$ cat src/rtl/rwd_pkg.sv
package rwd_pkg;
  typedef enum logic {
    RUN_OFF = 1'b0,
    RUN_ON  = 1'b1
  } run_e;
endpackage

$ cat src/rtl/rwd_ring_ptr.sv
module rwd_ring_ptr #(
  parameter int DEPTH = 32,
  localparam int IDX_W = $clog2(DEPTH)
) (
  input  logic             clk_i,
  input  logic             rst_ni,
  input  logic             step_i,
  output logic [IDX_W-1:0] idx_o
);
  localparam logic [IDX_W-1:0] LAST = IDX_W'(DEPTH - 1);

  logic [IDX_W-1:0] idx_q;

  always_ff @(posedge clk_i or negedge rst_ni) begin
    if (!rst_ni)     idx_q <= '0;
    else if (step_i) idx_q <= (idx_q == LAST) ? '0 : idx_q + 1'b1;
  end

  assign idx_o = idx_q;
endmodule

$ cat src/rtl/rwd_slot.sv
module rwd_slot #(
  parameter int IDX   = 0,
  parameter int IDX_W = 5,
  parameter int SET_W = 8
) (
  input  logic             clk_i,
  input  logic             rst_ni,
  input  logic             fill_we_i,
  input  logic [SET_W-1:0] fill_set_i,
  input  logic             tx_mark_i,
  input  logic             release_i,
  input  logic             ack_valid_i,
  input  logic [IDX_W-1:0] ack_slot_i,
  input  logic [SET_W-1:0] ack_set_i,
  output logic             valid_o,
  output logic             sent_o,
  output logic             conf_o,
  output logic [SET_W-1:0] set_o
);
  logic             valid_q, sent_q, conf_q;
  logic [SET_W-1:0] set_q;
  logic             ack_hit;

  assign ack_hit = ack_valid_i && (ack_slot_i == IDX_W'(IDX)) && valid_q && (ack_set_i == set_q);

  always_ff @(posedge clk_i or negedge rst_ni) begin
    if (!rst_ni) begin
      valid_q <= 1'b0;
      sent_q  <= 1'b0;
      conf_q  <= 1'b0;
      set_q   <= '0;
    end else if (fill_we_i) begin
      valid_q <= 1'b1;
      sent_q  <= 1'b0;
      conf_q  <= 1'b0;
      set_q   <= fill_set_i;
    end else begin
      if (release_i) valid_q <= 1'b0;
      if (tx_mark_i) sent_q  <= 1'b1;
      if (ack_hit)   conf_q  <= 1'b1;
    end
  end

  assign valid_o = valid_q;
  assign sent_o  = sent_q;
  assign conf_o  = conf_q;
  assign set_o   = set_q;

  AST_FILL_ONLY_EMPTY: assert property (@(posedge clk_i) disable iff (!rst_ni)
    fill_we_i |-> !valid_q);
  AST_CONF_NEEDS_VALID: assert property (@(posedge clk_i) disable iff (!rst_ni)
    $rose(conf_q) |-> $past(valid_q));
  AST_RELEASE_CONFIRMED: assert property (@(posedge clk_i) disable iff (!rst_ni)
    release_i |-> (valid_q && conf_q));
endmodule

$ cat src/rtl/rwd_scan.sv
module rwd_scan
  import rwd_pkg::*;
#(
  parameter int DEPTH = 32,
  localparam int IDX_W = $clog2(DEPTH)
) (
  input  logic             clk_i,
  input  logic             rst_ni,
  input  logic             start_i,
  input  logic             stop_i,
  input  logic [DEPTH-1:0] elig_i,
  input  logic             tx_ready_i,
  output logic             running_o,
  output logic             tx_valid_o,
  output logic             tx_fire_o,
  output logic [IDX_W-1:0] scan_idx_o
);
  run_e             run_q;
  logic             step;
  logic [IDX_W-1:0] idx;

  always_ff @(posedge clk_i or negedge rst_ni) begin
    if (!rst_ni)      run_q <= RUN_OFF;
    else if (stop_i)  run_q <= RUN_OFF;
    else if (start_i) run_q <= RUN_ON;
  end

  assign tx_valid_o = (run_q == RUN_ON) && !stop_i && elig_i[idx];
  assign tx_fire_o  = tx_valid_o && tx_ready_i;
  // advance unless an offer is stalled
  assign step       = (run_q == RUN_ON) && !(tx_valid_o && !tx_ready_i);

  rwd_ring_ptr #(.DEPTH(DEPTH)) u_ptr (
    .clk_i  (clk_i),
    .rst_ni (rst_ni),
    .step_i (step),
    .idx_o  (idx)
  );

  assign running_o  = (run_q == RUN_ON);
  assign scan_idx_o = idx;

  AST_STALL_HOLDS: assert property (@(posedge clk_i) disable iff (!rst_ni)
    (tx_valid_o && !tx_ready_i) |=> $stable(idx));
  AST_STOP_BLOCKS_TX: assert property (@(posedge clk_i) disable iff (!rst_ni)
    stop_i |-> !tx_valid_o);
  AST_STOP_HALTS: assert property (@(posedge clk_i) disable iff (!rst_ni)
    stop_i |=> !running_o);
endmodule

$ cat src/rtl/rwd_manager.sv
module rwd_manager #(
  parameter int DEPTH = 32,
  parameter int SET_W = 8,
  localparam int IDX_W = $clog2(DEPTH)
) (
  input  logic             clk_i,
  input  logic             rst_ni,
  input  logic             start_i,
  input  logic             stop_i,
  output logic             running_o,
  input  logic             fill_valid_i,
  output logic             fill_ready_o,
  output logic [IDX_W-1:0] fill_slot_o,
  output logic [SET_W-1:0] fill_set_o,
  output logic             tx_valid_o,
  input  logic             tx_ready_i,
  output logic [IDX_W-1:0] tx_slot_o,
  output logic [SET_W-1:0] tx_set_o,
  output logic             tx_retx_o,
  input  logic             ack_valid_i,
  input  logic [IDX_W-1:0] ack_slot_i,
  input  logic [SET_W-1:0] ack_set_i,
  output logic [IDX_W-1:0] head_o,
  output logic [IDX_W-1:0] tail_o
);
  localparam logic [IDX_W-1:0] LAST = IDX_W'(DEPTH - 1);

  logic [DEPTH-1:0] valid_v, sent_v, conf_v, elig_v;
  logic [SET_W-1:0] set_a [DEPTH];
  logic [IDX_W-1:0] head, tail, scan;
  logic [SET_W-1:0] head_set_q;
  logic             fill_fire, rel, tx_fire;

  assign fill_ready_o = !valid_v[head];
  assign fill_fire    = fill_valid_i && fill_ready_o;
  assign rel          = valid_v[tail] && conf_v[tail];
  assign elig_v       = valid_v & ~conf_v;

  rwd_ring_ptr #(.DEPTH(DEPTH)) u_head (
    .clk_i (clk_i), .rst_ni (rst_ni), .step_i (fill_fire), .idx_o (head)
  );

  rwd_ring_ptr #(.DEPTH(DEPTH)) u_tail (
    .clk_i (clk_i), .rst_ni (rst_ni), .step_i (rel), .idx_o (tail)
  );

  always_ff @(posedge clk_i or negedge rst_ni) begin
    if (!rst_ni)                        head_set_q <= '0;
    else if (fill_fire && head == LAST) head_set_q <= head_set_q + 1'b1;
  end

  rwd_scan #(.DEPTH(DEPTH)) u_scan (
    .clk_i      (clk_i),
    .rst_ni     (rst_ni),
    .start_i    (start_i),
    .stop_i     (stop_i),
    .elig_i     (elig_v),
    .tx_ready_i (tx_ready_i),
    .running_o  (running_o),
    .tx_valid_o (tx_valid_o),
    .tx_fire_o  (tx_fire),
    .scan_idx_o (scan)
  );

  for (genvar i = 0; i < DEPTH; i++) begin : g_slot
    rwd_slot #(.IDX(i), .IDX_W(IDX_W), .SET_W(SET_W)) u_slot (
      .clk_i       (clk_i),
      .rst_ni      (rst_ni),
      .fill_we_i   (fill_fire && head == IDX_W'(i)),
      .fill_set_i  (head_set_q),
      .tx_mark_i   (tx_fire && scan == IDX_W'(i)),
      .release_i   (rel && tail == IDX_W'(i)),
      .ack_valid_i (ack_valid_i),
      .ack_slot_i  (ack_slot_i),
      .ack_set_i   (ack_set_i),
      .valid_o     (valid_v[i]),
      .sent_o      (sent_v[i]),
      .conf_o      (conf_v[i]),
      .set_o       (set_a[i])
    );
  end

  assign fill_slot_o = head;
  assign fill_set_o  = head_set_q;
  assign tx_slot_o   = scan;
  assign tx_set_o    = set_a[scan];
  assign tx_retx_o   = sent_v[scan];
  assign head_o      = head;
  assign tail_o      = tail;

  AST_HEAD_STEP: assert property (@(posedge clk_i) disable iff (!rst_ni)
    fill_fire |=> head == (($past(head) == LAST) ? '0 : IDX_W'($past(head) + 1'b1)));
  AST_SET_WRAP: assert property (@(posedge clk_i) disable iff (!rst_ni)
    (fill_fire && head == LAST) |=> fill_set_o == SET_W'($past(fill_set_o) + 1'b1));
  AST_TX_IS_OPEN: assert property (@(posedge clk_i) disable iff (!rst_ni)
    tx_valid_o |-> (valid_v[tx_slot_o] && !conf_v[tx_slot_o]));
endmodule

$ cat config.mk
export PLATFORM = sky130hd
export DESIGN_NAME = rwd_manager
export DESIGN_NICKNAME = d
export VERILOG_FILES = /design/src/rtl/rwd_pkg.sv /design/src/rtl/rwd_ring_ptr.sv /design/src/rtl/rwd_slot.sv /design/src/rtl/rwd_scan.sv /design/src/rtl/rwd_manager.sv
export SDC_FILE = /design/constraint.sdc
export NUM_CORES = 1
export LEC_CHECK = 0
export ABC_AREA = 0
export BUFFER_PORTS_ARGS = -buffer_cell sky130_fd_sc_hd__buf_2
export CAP_MARGIN = 20
export CORE_MARGIN = 1.5
export CORE_UTILIZATION = 37
export DETAILED_ROUTE_END_ITERATION = 10
export HOLD_SLACK_MARGIN = 0.05
export PLACE_DENSITY_LB_ADDON = 0.12
export SLEW_MARGIN = 20
export SYNTH_ARGS = -nofsm -noshare
export SYNTH_HDL_FRONTEND = slang
export SYNTH_SLANG_ARGS = --single-unit
$ cat constraint.sdc
create_clock -name clk_i -period 5.19 [get_ports clk_i]
set_clock_uncertainty 0.15 [all_clocks]
set_input_delay 0.519 -clock clk_i [delete_from_list [all_inputs] [get_ports clk_i]]
set_output_delay 0.519 -clock clk_i [all_outputs]
set_load 0.005 [all_outputs]
==> metrics.cfg <==
[worst_hold_path]
hold_class=in2reg
worstHoldStart=tx_ready_i

[place]
gp_congestion=0.970
port_buffers=59
place_ws_ns=1.02
dp.final_hpwl_um=51400
placedCellCount=2525

[synthesis]
yosysTopAreaCellShare=0.444
synth_seq_cells=376
synth_common_cells=376 x dfrtp_1, 241 x mux2_2, 216 x xor2_1
yosysWarnings=0
syn_avg_cell_area_um2=11.8
synth-edff-count=0
synthesis.area_um2=21200
synth_top_area_cell=dfrtp_1
synthDistinctLibCells=55
synth.net_count=1835
seq_area_frac_synth=0.444
synthCells=1796
yosysMostFrequentCell=dfrtp_1
synth_ff_type=dfrtp_1
synth.area.top_cells=dfrtp_1 44%, mux2_2 13%, mux4_2 11%
async_reset_ff_frac=1.00

[floorplanning]
die_w_um=242
rows=87
core_um2=56500
fp.dieH_um=242
num_io_pins=60
die-area_um2=58700
initial_utilization=0.375

[routing]
post_drt_wl_per_cell_um=28.3
drt_iter0_drc=1568
dr.pass1.iters=5
wl_um=73700
viasPerCell=5.82
drtAntennaViolNets=0
drc=0
vias=15183

[worst_setup_path]
cpMaxStageDelayCell=dfrtp_4
slowest_delay_ns=0.94
worst_setup_path_end_kind=primary output
worstReg2RegStart=u_head.idx_o[1]
worst-path-max-fanout=48
arrival_ns=3.73
startpoint_type=flop
crit_family=multiplexers
crit_buf_inv=2
required_ns=4.52
crit_chain=buf_4 > mux4_2 > mux4_2 > nand2_1 > nand2_1 > buf_2
critPathKind=reg2out
crit_start=u_scan.u_ptr.idx_o[0]

[clock_network]
root_buffer=clkbuf_16
numCtsBuffers=44
post_cts_resized=0
clock_sinks=376
cts_tree=built
clkTransAtPathRegs_ns=0.06
clock_path_buffers=3
clk_latency_ns=0.59
h-tree-depth=2

[cells_and_area]
fillers=5311
finalNonFillerCells=2607
multiInputGateArea_um2=11100
seq_area_um2=9420
area_growth_pct=12.1
drive_gt1_frac=0.299
layout.nets=1857

[sta]
period_share=0.847
worstMarginPinSlew_ns=1.08
rsz0062_at_grt=no
relSlewSlack=0.281
finalMaxSlewViolations=0
fin_crit_ns=4.40
finalHoldViolCount=0
fin_setup_tns_ns=0
setup_slack_ns=0.794
fmax_mhz=227
setup_viol=0

[pwr]
cellLeakagePower_nw=11.2
ir_drop_mv=0.255
power_density_nw_per_um2=335

[grt]
grt_max_degree=134
gr-total-overflow=0
grt_pass1_vias=15368
antenna_found_initial=8
grt_pass1_wl_um=109000
grtUsageTotal=0.253

[run]
max_cap_viol_count=0

[run_status]
outcome=finished clean

[routing by layer]
metal / global-route usage / up-vias / routed length [µm]
li1: - / 6502 / -
met1: 0.371 / 8030 / 33500
met2: 0.370 / 555 / 32000
met3: 0.0635 / 90 / 6570
met4: 0.0682 / 6 / 1570
met5: 0 / - / 43
[cell usage in the layout, fill, tap and decap left out, types with 13 or more instances in the layout]
cell type  synthesis  layout
xnor2_1           47      47
nor3b_1           15      15
buf_4             10      39
nor2_1            68      68
o31ai_1           14      14
nor2b_1           13      13
a31oi_1           40      40
nand4_1           14      14
o21ai_0           75      75
clkbuf_16          0      45
and3_1            39      39
mux4_2           107     107
nor2_2            16      16
mux2_2           241     241
nand2_1          160     160
ha_1              19      19
buf_2              7      58
xor2_1           216     216
inv_1             25      25
nand3_1           22      22
nor4_1            63      63
clkbuf_8           0      17
dfrtp_1          376     371
[logic make-up (layout without fill, tap and decap cells)]
group / Yosys count / in the layout / share of synthesized area
buffers and inverters: 154 / 208 / 0.0307
DFF: 376 / 376 / 0.444
muxes: 355 / 355 / 0.245
other: 0 / 1 / 0
adders and majority gates: 19 / 19 / 0.0112
and+or+nand+nor: 452 / 452 / 0.109
AOI/OAI and AO/OA: 177 / 177 / 0.0516
xor gates and xnor gates: 263 / 263 / 0.109
[flip-flops by register name, summed over array words and instances (netlist names)]
signal,count
fill_set_o,8
g_slot.u_slot.conf_o,32
g_slot.u_slot.sent_o,32
g_slot.u_slot.set_o,256
g_slot.u_slot.valid_o,32
u_head.idx_o,5
u_scan.running_o,1
u_scan.u_ptr.idx_o,5
u_tail.idx_o,5
[where the power goes]
part / internal, mW / switching (mW)
Combinational: 0.612 / 0.852
Sequential: 3.01 / 0.310
Clock: 1.87 / 1.29
[tightest hold or removal path, cell delays in order]
cell and delay (ns):
buf_2 0.18, nand3_1 0.10, o21ai_0 0.07
[through the flow]
stage	hold WS, ns	total power, mW	cell area [µm²]	util
after global routing	0.194	8.25	23700	0.420
after global placement	0.310	4.83	22300	0.394
after floorplan	0.0734	4.21	21200	-
after CTS	0.145	8.01	23700	0.420
after detailed placement	0.341	4.84	22300	0.394
final	0.178	7.94	23700	0.420
[path summary, 6_finish.rpt]
| kind | endpoint | slack [ns] | cells after the start |
|---|---|---|---|
| setup / recovery | tx_set_o[1] | 0.79 | 6 |
| hold / removal | g_slot[31].u_slot.sent_o | 0.18 | 3 |
| setup reg to reg | g_slot[27].u_slot.set_o[5] | 1.01 | 8 |
| hold reg to reg | g_slot[14].u_slot.sent_o | 0.35 | 2 |
| max in group asynchronous | g_slot[23].u_slot.set_o[1] | 3.19 | 3 |
| min in group asynchronous | g_slot[3].u_slot.set_o[1] | 0.42 | 2 |
[area by class of cell]
class,count,area share
timing repair buffer,104,0.0290
antenna,1,0.000105
clock inverter,10,0.00327
clock buffer,68,0.0582
tap,756,0.0398
inverter,26,0.00411
multi-input combinational,1266,0.469
sequential,376,0.397
[timing repair]
action,in CTS,in global routing
hold buffers,3,0
endpoints found under the hold margin,90,0
endpoints found under the setup margin,0,0
setup buffers,0,0
No activity file was read; power rests on OpenSTA's default activity.
